**config.mk**
```make
export PLATFORM = sky130hd
export DESIGN_NAME = edge_bit_rx
export DESIGN_NICKNAME = d
export VERILOG_FILES = /design/src/rtl/edge_bit_rx_pkg.sv /design/src/rtl/rx_tick_gen.sv /design/src/rtl/rx_sync_edge.sv /design/src/rtl/rx_edge_count.sv /design/src/rtl/edge_bit_rx.sv
export SDC_FILE = /design/constraint.sdc
export NUM_CORES = 1
export LEC_CHECK = 0
export BUFFER_PORTS_ARGS = -buffer_cell sky130_fd_sc_hd__buf_2
export CAP_MARGIN = 10
export CORE_MARGIN = 4
export CORE_UTILIZATION = 60
export CTS_BUF_LIST = sky130_fd_sc_hd__clkbuf_2 sky130_fd_sc_hd__clkbuf_4 sky130_fd_sc_hd__clkbuf_8
export CTS_CLUSTER_SIZE = 25
export DETAILED_ROUTE_END_ITERATION = 8
export GPL_TIMING_DRIVEN = 0
export HOLD_SLACK_MARGIN = 0.02
export PLACE_DENSITY = 0.9
export SETUP_SLACK_MARGIN = 0.4
export SYNTH_ARGS = -nofsm -noshare
export SYNTH_HDL_FRONTEND = slang
export SYNTH_SLANG_ARGS = --single-unit
```
**constraint.sdc**
```tcl
create_clock -name clk -period 3.3 [get_ports clk]
set_clock_uncertainty 0.15 [all_clocks]
set_input_delay 0.495 -clock clk [delete_from_list [all_inputs] [get_ports clk]]
set_output_delay 0.495 -clock clk [all_outputs]
set_load 0.01 [all_outputs]
```
**src/rtl/edge_bit_rx_pkg.sv**
```systemverilog
package edge_bit_rx_pkg;
    typedef enum logic [1:0] {
        ST_IDLE = 2'd0,
        ST_KEYS = 2'd1,
        ST_WAIT = 2'd2,
        ST_RECV = 2'd3
    } rx_state_e;
endpackage

```
**src/rtl/rx_tick_gen.sv**
```systemverilog
module rx_tick_gen #(
    parameter int DIV = 32
) (
    input  logic clk,
    input  logic rst_n,
    input  logic restart,
    input  logic run,
    output logic tick
);
    localparam int PW = (DIV > 1) ? $clog2(DIV) : 1;

    logic [PW-1:0] pre_d, pre_q;

    always_comb begin
        tick  = run && (pre_q == PW'(DIV - 1));
        pre_d = pre_q;
        if (restart || !run || tick) begin
            pre_d = '0;
        end else begin
            pre_d = pre_q + 1'b1;
        end
    end

    always_ff @(posedge clk or negedge rst_n) begin
        if (!rst_n) pre_q <= '0;
        else        pre_q <= pre_d;
    end
endmodule

```
**src/rtl/rx_sync_edge.sv**
```systemverilog
module rx_sync_edge #(
    parameter int STAGES = 2
) (
    input  logic clk,
    input  logic rst_n,
    input  logic line_i,
    output logic edge_o
);
    logic [STAGES:0] chain_d, chain_q;

    always_comb begin
        chain_d = {chain_q[STAGES-1:0], line_i};
        edge_o  = chain_q[STAGES] ^ chain_q[STAGES-1];
    end

    always_ff @(posedge clk or negedge rst_n) begin
        if (!rst_n) chain_q <= '0;
        else        chain_q <= chain_d;
    end
endmodule

```
**src/rtl/rx_edge_count.sv**
```systemverilog
module rx_edge_count #(
    parameter int CNT_W = 6
) (
    input  logic             clk,
    input  logic             rst_n,
    input  logic             clr,
    input  logic             edge_i,
    output logic [CNT_W-1:0] cnt_o
);
    logic [CNT_W-1:0] cnt_d, cnt_q;

    always_comb begin
        cnt_d = cnt_q;
        if (clr) begin
            cnt_d = '0;
        end else if (edge_i && (cnt_q != {CNT_W{1'b1}})) begin
            cnt_d = cnt_q + 1'b1;
        end
        cnt_o = cnt_q;
    end

    always_ff @(posedge clk or negedge rst_n) begin
        if (!rst_n) cnt_q <= '0;
        else        cnt_q <= cnt_d;
    end
endmodule

```
**src/rtl/edge_bit_rx.sv**
```systemverilog
module edge_bit_rx
    import edge_bit_rx_pkg::*;
#(
    parameter int TICK_DIV   = 32,
    parameter int WAIT_TICKS = 490,
    parameter int BIT_TICKS  = 150,
    parameter int LO_EDGES   = 20,
    parameter int HI_EDGES   = 60,
    parameter int MAX_BITS   = 16,
    parameter int REQ_W      = 5,
    parameter int KS_SKIP    = 2,
    parameter int SYNC_STG   = 2
) (
    input  logic                         clk,
    input  logic                         rst_n,
    input  logic                         start_i,
    input  logic [REQ_W-1:0]             req_bits_i,
    input  logic                         crypt_i,
    input  logic                         rx_i,
    input  logic                         ks_bit_i,
    output logic                         ks_step_o,
    output logic [MAX_BITS-1:0]          data_o,
    output logic [$clog2(MAX_BITS+1)-1:0] bits_o,
    output logic                         valid_o
);
    localparam int NB_W   = $clog2(MAX_BITS + 1);
    localparam int IX_W   = (MAX_BITS > 1) ? $clog2(MAX_BITS) : 1;
    localparam int KC_W   = $clog2(KS_SKIP + MAX_BITS + 1);
    localparam int MAXT   = (WAIT_TICKS > BIT_TICKS) ? WAIT_TICKS : BIT_TICKS;
    localparam int TICK_W = $clog2(MAXT + 1);
    localparam int CNT_W  = $clog2(HI_EDGES + 1);

    typedef struct packed {
        rx_state_e           state;
        logic [TICK_W-1:0]   ticks;
        logic [NB_W-1:0]     nbits;
        logic [NB_W-1:0]     idx;
        logic [KC_W-1:0]     kcnt;
        logic [MAX_BITS-1:0] mask;
        logic [MAX_BITS-1:0] acc;
        logic [MAX_BITS-1:0] data;
        logic [NB_W-1:0]     bits;
        logic                valid;
    } rx_regs_t;

    rx_regs_t r_d, r_q;

    logic             tick, restart, run, clr, edge_s, hit;
    logic [CNT_W-1:0] cnt;
    logic [KC_W-1:0]  kpos;
    logic [MAX_BITS-1:0] acc_n;

    rx_tick_gen #(.DIV(TICK_DIV)) u_tick (
        .clk(clk), .rst_n(rst_n), .restart(restart), .run(run), .tick(tick)
    );

    rx_sync_edge #(.STAGES(SYNC_STG)) u_sync (
        .clk(clk), .rst_n(rst_n), .line_i(rx_i), .edge_o(edge_s)
    );

    rx_edge_count #(.CNT_W(CNT_W)) u_cnt (
        .clk(clk), .rst_n(rst_n), .clr(clr), .edge_i(edge_s), .cnt_o(cnt)
    );

    always_comb begin
        r_d       = r_q;
        r_d.valid = 1'b0;
        ks_step_o = 1'b0;
        clr       = 1'b0;
        restart   = 1'b0;
        run       = (r_q.state != ST_IDLE);
        hit       = (cnt > CNT_W'(LO_EDGES)) && (cnt < CNT_W'(HI_EDGES));
        kpos      = r_q.kcnt - KC_W'(KS_SKIP);
        acc_n     = r_q.acc;

        if ((r_q.state == ST_KEYS) || (r_q.state == ST_WAIT)) begin
            if (tick) r_d.ticks = r_q.ticks + 1'b1;
        end

        case (r_q.state)
            ST_IDLE: begin
                if (start_i) begin
                    r_d.nbits = (req_bits_i > REQ_W'(MAX_BITS)) ? NB_W'(MAX_BITS)
                                                                : NB_W'(req_bits_i);
                    r_d.acc   = '0;
                    r_d.mask  = '0;
                    r_d.idx   = '0;
                    r_d.kcnt  = '0;
                    r_d.ticks = '0;
                    restart   = 1'b1;
                    clr       = 1'b1;
                    r_d.state = crypt_i ? ST_KEYS : ST_WAIT;
                end
            end
            ST_KEYS: begin
                ks_step_o = 1'b1;
                if (r_q.kcnt >= KC_W'(KS_SKIP)) begin
                    r_d.mask[kpos[IX_W-1:0]] = ks_bit_i;
                end
                r_d.kcnt = r_q.kcnt + 1'b1;
                if ((r_q.kcnt + 1'b1) >= (KC_W'(KS_SKIP) + KC_W'(r_q.nbits))) begin
                    r_d.state = ST_WAIT;
                end
            end
            ST_WAIT: begin
                if (tick && (r_q.ticks == TICK_W'(WAIT_TICKS - 1))) begin
                    r_d.ticks = '0;
                    clr       = 1'b1;
                    if (r_q.nbits == '0) begin
                        r_d.data  = '0;
                        r_d.bits  = '0;
                        r_d.valid = 1'b1;
                        r_d.state = ST_IDLE;
                    end else begin
                        r_d.state = ST_RECV;
                    end
                end
            end
            ST_RECV: begin
                if (tick) begin
                    r_d.ticks = r_q.ticks + 1'b1;
                    if (r_q.ticks == TICK_W'(BIT_TICKS - 1)) begin
                        r_d.ticks = '0;
                        clr       = 1'b1;
                        acc_n[r_q.idx[IX_W-1:0]] = r_q.mask[r_q.idx[IX_W-1:0]] ^ hit;
                        r_d.acc   = acc_n;
                        r_d.idx   = r_q.idx + 1'b1;
                        if (r_q.idx == (r_q.nbits - 1'b1)) begin
                            r_d.data  = acc_n;
                            r_d.bits  = r_q.nbits;
                            r_d.valid = 1'b1;
                            r_d.state = ST_IDLE;
                        end
                    end
                end
            end
            default: r_d.state = ST_IDLE;
        endcase

        data_o  = r_q.data;
        bits_o  = r_q.bits;
        valid_o = r_q.valid;
    end

    always_ff @(posedge clk or negedge rst_n) begin
        if (!rst_n) begin
            r_q       <= '0;
            r_q.state <= ST_IDLE;
        end else begin
            r_q <= r_d;
        end
    end
endmodule

```
* After elaboration in Yosys (flattened, before gate mapping)
Index checks and enable logic that the tools add are counted.
** Operators by class
- Div/mod/pow operators :: 0
- Muxes and demuxes :: 43
- Bitwise gates (word level) :: 2
- Shift-type cells :: 0
- Magnitude comparators :: 9
- Reductions and logical operators :: 23
- Add/sub/neg operators :: 8
- Equal/unequal tests :: 16
- Multiply operators :: 0
** Operators with widths (number)
- 2-to-1 mux 38 bit :: 2
- 2-to-1 mux 22 bit :: 3
- 2-to-1 mux 58 bit :: 1
- one-hot mux 22 bit (2 select lines) :: 1
- one-hot mux 21 bit (2 select lines) :: 1
- 2-to-1 mux 11 bit :: 3
- bitwise mux 16 bit :: 2
- one-hot mux 16 bit (2 select lines) :: 1
- one-hot mux 9 bit (3 select lines) :: 1
- 2-to-1 mux 5 bit :: 4
- 2-to-1 mux 9 bit :: 2
- 2-to-1 mux 16 bit :: 1
- adder 5 x 1 -> 5 bit, second input constant :: 3
- 2-to-1 mux 6 bit :: 2
- AND reduction 6 bit :: 2
- < comparator 4 x 5 -> 1 bit, second input constant :: 2
- one-hot mux 5 bit (2 select lines) :: 1
- nonzero test 2 bit :: 5
- adder 9 x 1 -> 9 bit, second input constant :: 1
- == test 9 x 8 -> 1 bit, second input constant :: 1
- == test 9 bit, second input constant :: 1
- 2-to-1 mux 1 bit :: 9
- demux 1 bit (select 4 bit) :: 2
- greater-or-equal comparator 4 x 1 -> 1 bit, second input constant :: 2
- 29 further kinds :: 48
** Storage, ports and cells
- Memory bits (writable) :: 0
- Output and inout bits :: 23
- Bits in read-only memories :: 0
- Logic and storage cells :: 114
- Memories kept :: 0
- Input port bits :: 11
- Register bits after elaboration :: 94
- Bits in latches :: 0

* Longest topological paths before layout
- Depth after elaboration :: 9
- Gate-level depth with buffers :: 11
- Gate-level depth less buffers :: 9

* By module
A second synthesis with hierarchy kept.
** Unflattened totals
- Cells, all modules :: 549
- Area total of the unflattened synthesis :: 5504.0 sq um
** Modules (own cells, without submodules)
- edge_bit_rx :: times used 1, area an instance 4832.1 sq um, cells an instance 490, seq. area each 2001.9 sq um
- rx_edge_count :: times used 1, area an instance 345.3 sq um, cells an instance 35, seq. area each 150.1 sq um
- rx_tick_gen :: times used 1, area an instance 242.7 sq um, cells an instance 20, seq. area each 125.1 sq um
- rx_sync_edge :: times used 1, area an instance 83.8 sq um, cells an instance 4, seq. area each 75.1 sq um

* Least setup slack after synthesis
Ideal clock, no wire load.
- Path kind :: reg-to-reg
- From :: register u_tick.pre_q[0]
- To :: register r_q[78] (netlist name)
- Setup slack :: 696 ps
- Required time :: 3025 ps
- Buffers on the path :: 1
- Library setup time :: 125 ps
- Arrival :: 2329 ps
- Period minus slack after synthesis :: 2604 ps
- Cell stages (with the launch flop) :: 10
- Cells stage by stage :: dfrtp_1 > ha_1 > and3_1 > ha_1 > clkbuf_1 > nand2b_1 > o31ai_2 > nand3_1 > nor3_1 > mux2_2
** On the way
- Cells in the longest elaborated chain, start to end :: 5
- Elaborated cells between the ends (all ways) :: 6
- Those cells by class :: eq/ne: 3; reduce/logical: 3
** RTL lines
- start, declared :: line rx_tick_gen.sv:12 : logic [PW-1:0] pre_d, pre_q;
- start signal, assigned :: line rx_tick_gen.sv:26 : else pre_q <= pre_d;
- == test 5 bit * :: line rx_tick_gen.sv:15 : tick = run && (pre_q == PW'(DIV - 1));
- logical AND 1 bit * :: line rx_tick_gen.sv:15
- logical AND 1 bit :: line edge_bit_rx.sv:106 : if (tick && (r_q.ticks == TICK_W'(WAIT_TICKS - 1))) begin
- inequality test 2 x 1 -> 1 bit (no line)
- AND reduction 6 bit (no line) *
- end signal, assigned :: line edge_bit_rx.sv:150 : r_q <= r_d;
- end, declared :: line edge_bit_rx.sv:46 : rx_regs_t r_d, r_q;
Mark *: on every way between the ends. The rest lies on a longest branch, timed or not.
A chain may end at the register's enable or synchronous reset.

* Final worst setup path
- From :: register r_q[59] (netlist name)
- To :: register r_q[36] (netlist name)
** On the way
- Cells in the longest elaborated chain, start to end :: 8
- Elaborated cells between the ends (all ways) :: 12
- Those cells by class :: order compare: 2; mux: 8; bitwise: 1; reduce/logical: 1
** RTL lines
- < comparator 4 x 5 -> 1 bit (implied by the code) / greater-or-equal comparator 4 x 1 -> 1 bit (equally long branches) :: line edge_bit_rx.sv:125 : acc_n[r_q.idx[IX_W-1:0]] = r_q.mask[r_q.idx[IX_W-1:0]] ^ hit;
- logical AND 1 bit (implied by the code) :: line edge_bit_rx.sv:125
- 2-to-1 mux 1 bit (implied by the code) :: line edge_bit_rx.sv:125
- demux 1 bit (select 4 bit) :: line edge_bit_rx.sv:125
- bitwise mux 16 bit * :: line edge_bit_rx.sv:125
- 2-to-1 mux 38 bit * :: line edge_bit_rx.sv:122 : if (r_q.ticks == TICK_W'(BIT_TICKS - 1)) begin
- 2-to-1 mux 38 bit * :: line edge_bit_rx.sv:120 : if (tick) begin
- one-hot mux 16 bit (2 select lines) * :: line edge_bit_rx.sv:80 : case (r_q.state)
Mark *: on every way between the ends. The rest lies on a longest branch, timed or not. The select of a mux whose other input is x is not followed.

==> impl_metrics.tcl <==
set metrics [dict create \
    placed_cells 766 \
    vias 4896 \
    fin_area_um2 6385 \
    powerDensity_nw_per_um2 474.6 \
    layout_commonest_cell "dfrtp_1" \
    placed_cell_area_um2 6108 \
    wl_per_cell_um 17.33 \
    grt_antenna_before_repair 0 \
    hold_viol 0 \
    port_buffers 33 \
    clock_sinks 94 \
    p_int_mw 1.925 \
    maxCapViolations 0 \
    power.switching_mw 1.105 \
    design.die.area_um2 11220 \
    clockPowerShare_pct 24.2 \
    power_switching_share_pct 36.48 \
    slew_headroom_pct 60.09 \
    cp-start-kind "register" \
    final_cells 785 \
    die_h_um 105.9 \
    grt_pass1_wl_mm 23.23 \
    grt_max_degree 66 \
    status "finished, final reports clean" \
    ys_warn_count 0 \
    max_freq_ghz 0.3620 \
    endpoint "r_q[36]$_DFFE_PN0P_" \
    numCtsBuffers 9 \
    crit_type "reg -> reg" \
    fp.coreArea_um2 9284 \
    grtUsageTotal_pct 25.24 \
    fp.dieW_um 105.9 \
    grt_setup_unrepaired "no" \
    slowest_delay_ps 540 \
    synthCells 603 \
    ys.flop_type "dfrtp_1" \
    synth_edf_count 0 \
    utilization_pct 68.77 \
    worst_hold_slack_ps 75.00 \
    drc 0 \
    syn_area_um2 5752 \
    pwr-share-comb_pct 32.0 \
    final_layout_size_suffix_gt1_share_pct 18.29 \
    vias_per_cell 6.237 \
    dr.pass1.iters 7 \
    detail-route-antenna-nets 0 \
    max_slew.worst_pin.slew_ps 595.4 \
    dr.first_iter.drc_count 368 \
    clock_latency_ps 370 \
    p_seq_share_pct 43.8 \
    dp_hpwl_mm 9.636 \
    r2r_cells 7 \
    cp.arrival_ps 2860 \
    worstSetupStartpoint "r_q[59]$_DFFE_PN0P_" \
    async_flop_share_pct 100.0 \
    wirelength_mm 13.61 \
    fin_crit_sh_pct 83.71 \
    drv_slew 0 \
    min-delay-path-class "in -> reg" \
    avgSynthCellArea_um2 9.539 \
    diodes 0 \
    ys_seq_elements 94 \
    root_buffer "clkbuf_8" \
    irDropWorstVdd_v 0.0003608 \
    initial_core_util_pct 61.95 \
    mostFrequentLayoutCells "dfrtp_1 (94), nand2_1 (62), o21ai_0 (56), buf_2 (37), ha_1 (29)" \
    setup_viol 0 \
    fin_setup_tns_ps 0 \
    gp_congestion 0.9382 \
    tritoncts "built" \
    critical_path.cell_chain "buf_6 > mux4_2 > mux2i_2 > buf_2 > nor4_1 > a221oi_1 > nand2_1" \
    fillers 702 \
    overflow 0 \
    syn_nets 643 \
    path_max_fanout 10 \
    r2r_end "r_q[36]$_DFFE_PN0P_" \
    boundaryPins 34 \
    rows 35 \
    grt_pass1_vias 4834 \
    yosys.cell_types.count 63 \
    p_leak_nw 2.865 \
    syn_to_final_growth_pct 11.01 \
    synth-seq-area-share_pct 40.90 \
    post-route-min-period_ps 2762 \
    clock_path_buffers 2 \
    cp_slowest_cell "mux4_2" \
    endpoint_kind "register" \
    ctsHtreeMaxLevel 3 \
    required_ps 3400 \
    rrSetupSlack_ps 540 \
    nets 691 \
    r2r_start "r_q[59]$_DFFE_PN0P_" \
    path_clk_slew_ps 90 \
]
cell usage after synthesis, drive strengths merged, types with 3 or more instances:
cell type | n | area (um2)
a22o | 11 | 96.34
o211ai | 3 | 22.52
o21ai | 59 | 295.3
and3 | 11 | 68.82
xnor2 | 15 | 131.4
and3b | 9 | 78.83
nor3 | 20 | 116.4
mux2i | 3 | 33.78
nor2 | 16 | 60.06
a31oi | 10 | 77.57
o31ai | 9 | 72.57
mux4 | 4 | 90.09
a21oi | 22 | 113.9
dfrtp | 94 | 2352
nand4 | 14 | 87.58
o41ai | 4 | 35.03
buf | 30 | 230.2
ha | 29 | 362.9
clkbuf | 26 | 97.59
xor2 | 9 | 78.83
nand3 | 19 | 95.09
a21boi | 16 | 120.1
inv | 17 | 63.81
a221oi | 12 | 105.1
nand2 | 62 | 232.7
nor3b | 4 | 35.03
o2bb2ai | 11 | 96.34
and2 | 5 | 31.28
mux2 | 4 | 45.04
nor4 | 12 | 75.07
or2 | 3 | 18.77
o22ai | 3 | 18.77
nor2b | 6 | 37.54
nand2b | 10 | 62.56
logic make-up (layout without fill, tap and decap cells):
group	Yosys count	count (layout)	share of synthesized area, %
adders and majority gates	29	29	6.308
DFF	94	94	40.90
muxes	11	11	2.937
xor gates and xnor gates	25	25	4.046
buffers and inverters	73	126	6.809
and+or+nand+nor	202	202	19.27
AOI/OAI and AO/OA	169	169	19.73
worst max-delay path, delay by kind of cell, from the launching register on:
kind	cells	cell delay (ps)
compound gates	1	320
buf+inv	2	550
flops	1	420
mux	2	1000
simple gates	2	190
metal layers:
metal / vias to the layer above / track usage, % / wire, um
met4: 0 / 8.881 / 256
met5: - / 0 / 0
li1: 2281 / - / -
met1: 2377 / 34.22 / 5731
met3: 27 / 3.036 / 911
met2: 211 / 42.08 / 6705
how the worst min path moves through the flow:
stage	endpoint	from	cells after the start
4_1_cts	u_sync.chain_q[0]$_DFF_PN0_	rx_i	1
2_1_floorplan	bits_o[0]$_DFFE_PN0P_	rst_n	0
6_report	u_sync.chain_q[0]$_DFF_PN0_	rx_i	1
3_3_place_gp	u_sync.chain_q[1]$_DFF_PN0_	u_sync.chain_q[0]$_DFF_PN0_	0
3_5_place_dp	u_sync.chain_q[1]$_DFF_PN0_	u_sync.chain_q[0]$_DFF_PN0_	0
5_1_grt	u_sync.chain_q[0]$_DFF_PN0_	rx_i	1
sequential cells by signal (all words and copies together) (netlist names):
signal / cells
bits_o: 5
data_o: 16
r_q: 58
u_cnt.cnt_o: 6
u_sync.chain_q: 3
u_tick.pre_q: 5
valid_o: 1
through the flow:
stage	setup slack, ps	total power, mW
floorplan	696.2	2.009
global placement	337.8	2.198
detailed placement	140.2	2.257
CTS	425.1	3.013
global route	410.6	3.217
finish	537.6	3.030
final cells by class:
cell class / count / area [um2] / area share, %
clock inverters: 6 / 43.79 / 0.6859
multi-input cells: 436 / 3067 / 48.03
repair buffers: 37 / 220.2 / 3.449
inverters: 17 / 63.81 / 0.9994
well taps: 129 / 161.4 / 2.528
plain buffers: 56 / 339.1 / 5.311
flip-flops and latches: 94 / 2352 / 36.84
clock buffers: 10 / 137.6 / 2.156
power by group through the flow:
stage	combinational (mW)	clock (mW)	sequential [mW]
finish	0.971	0.732	1.33
global route	1.08	0.794	1.34
CTS	0.942	0.748	1.32
detailed placement	0.912	0	1.35
global placement	0.860	0	1.34
floorplan	0.691	0	1.32
what timing repair did:
item	CTS	global route
resized for setup	9	17
pin swaps	1	1
buffers inserted	0	2
hold buffers	1	0
endpoints found under the setup margin	37	64
hold endpoints to repair	29	0
Power figures use the tool's default switching activity.
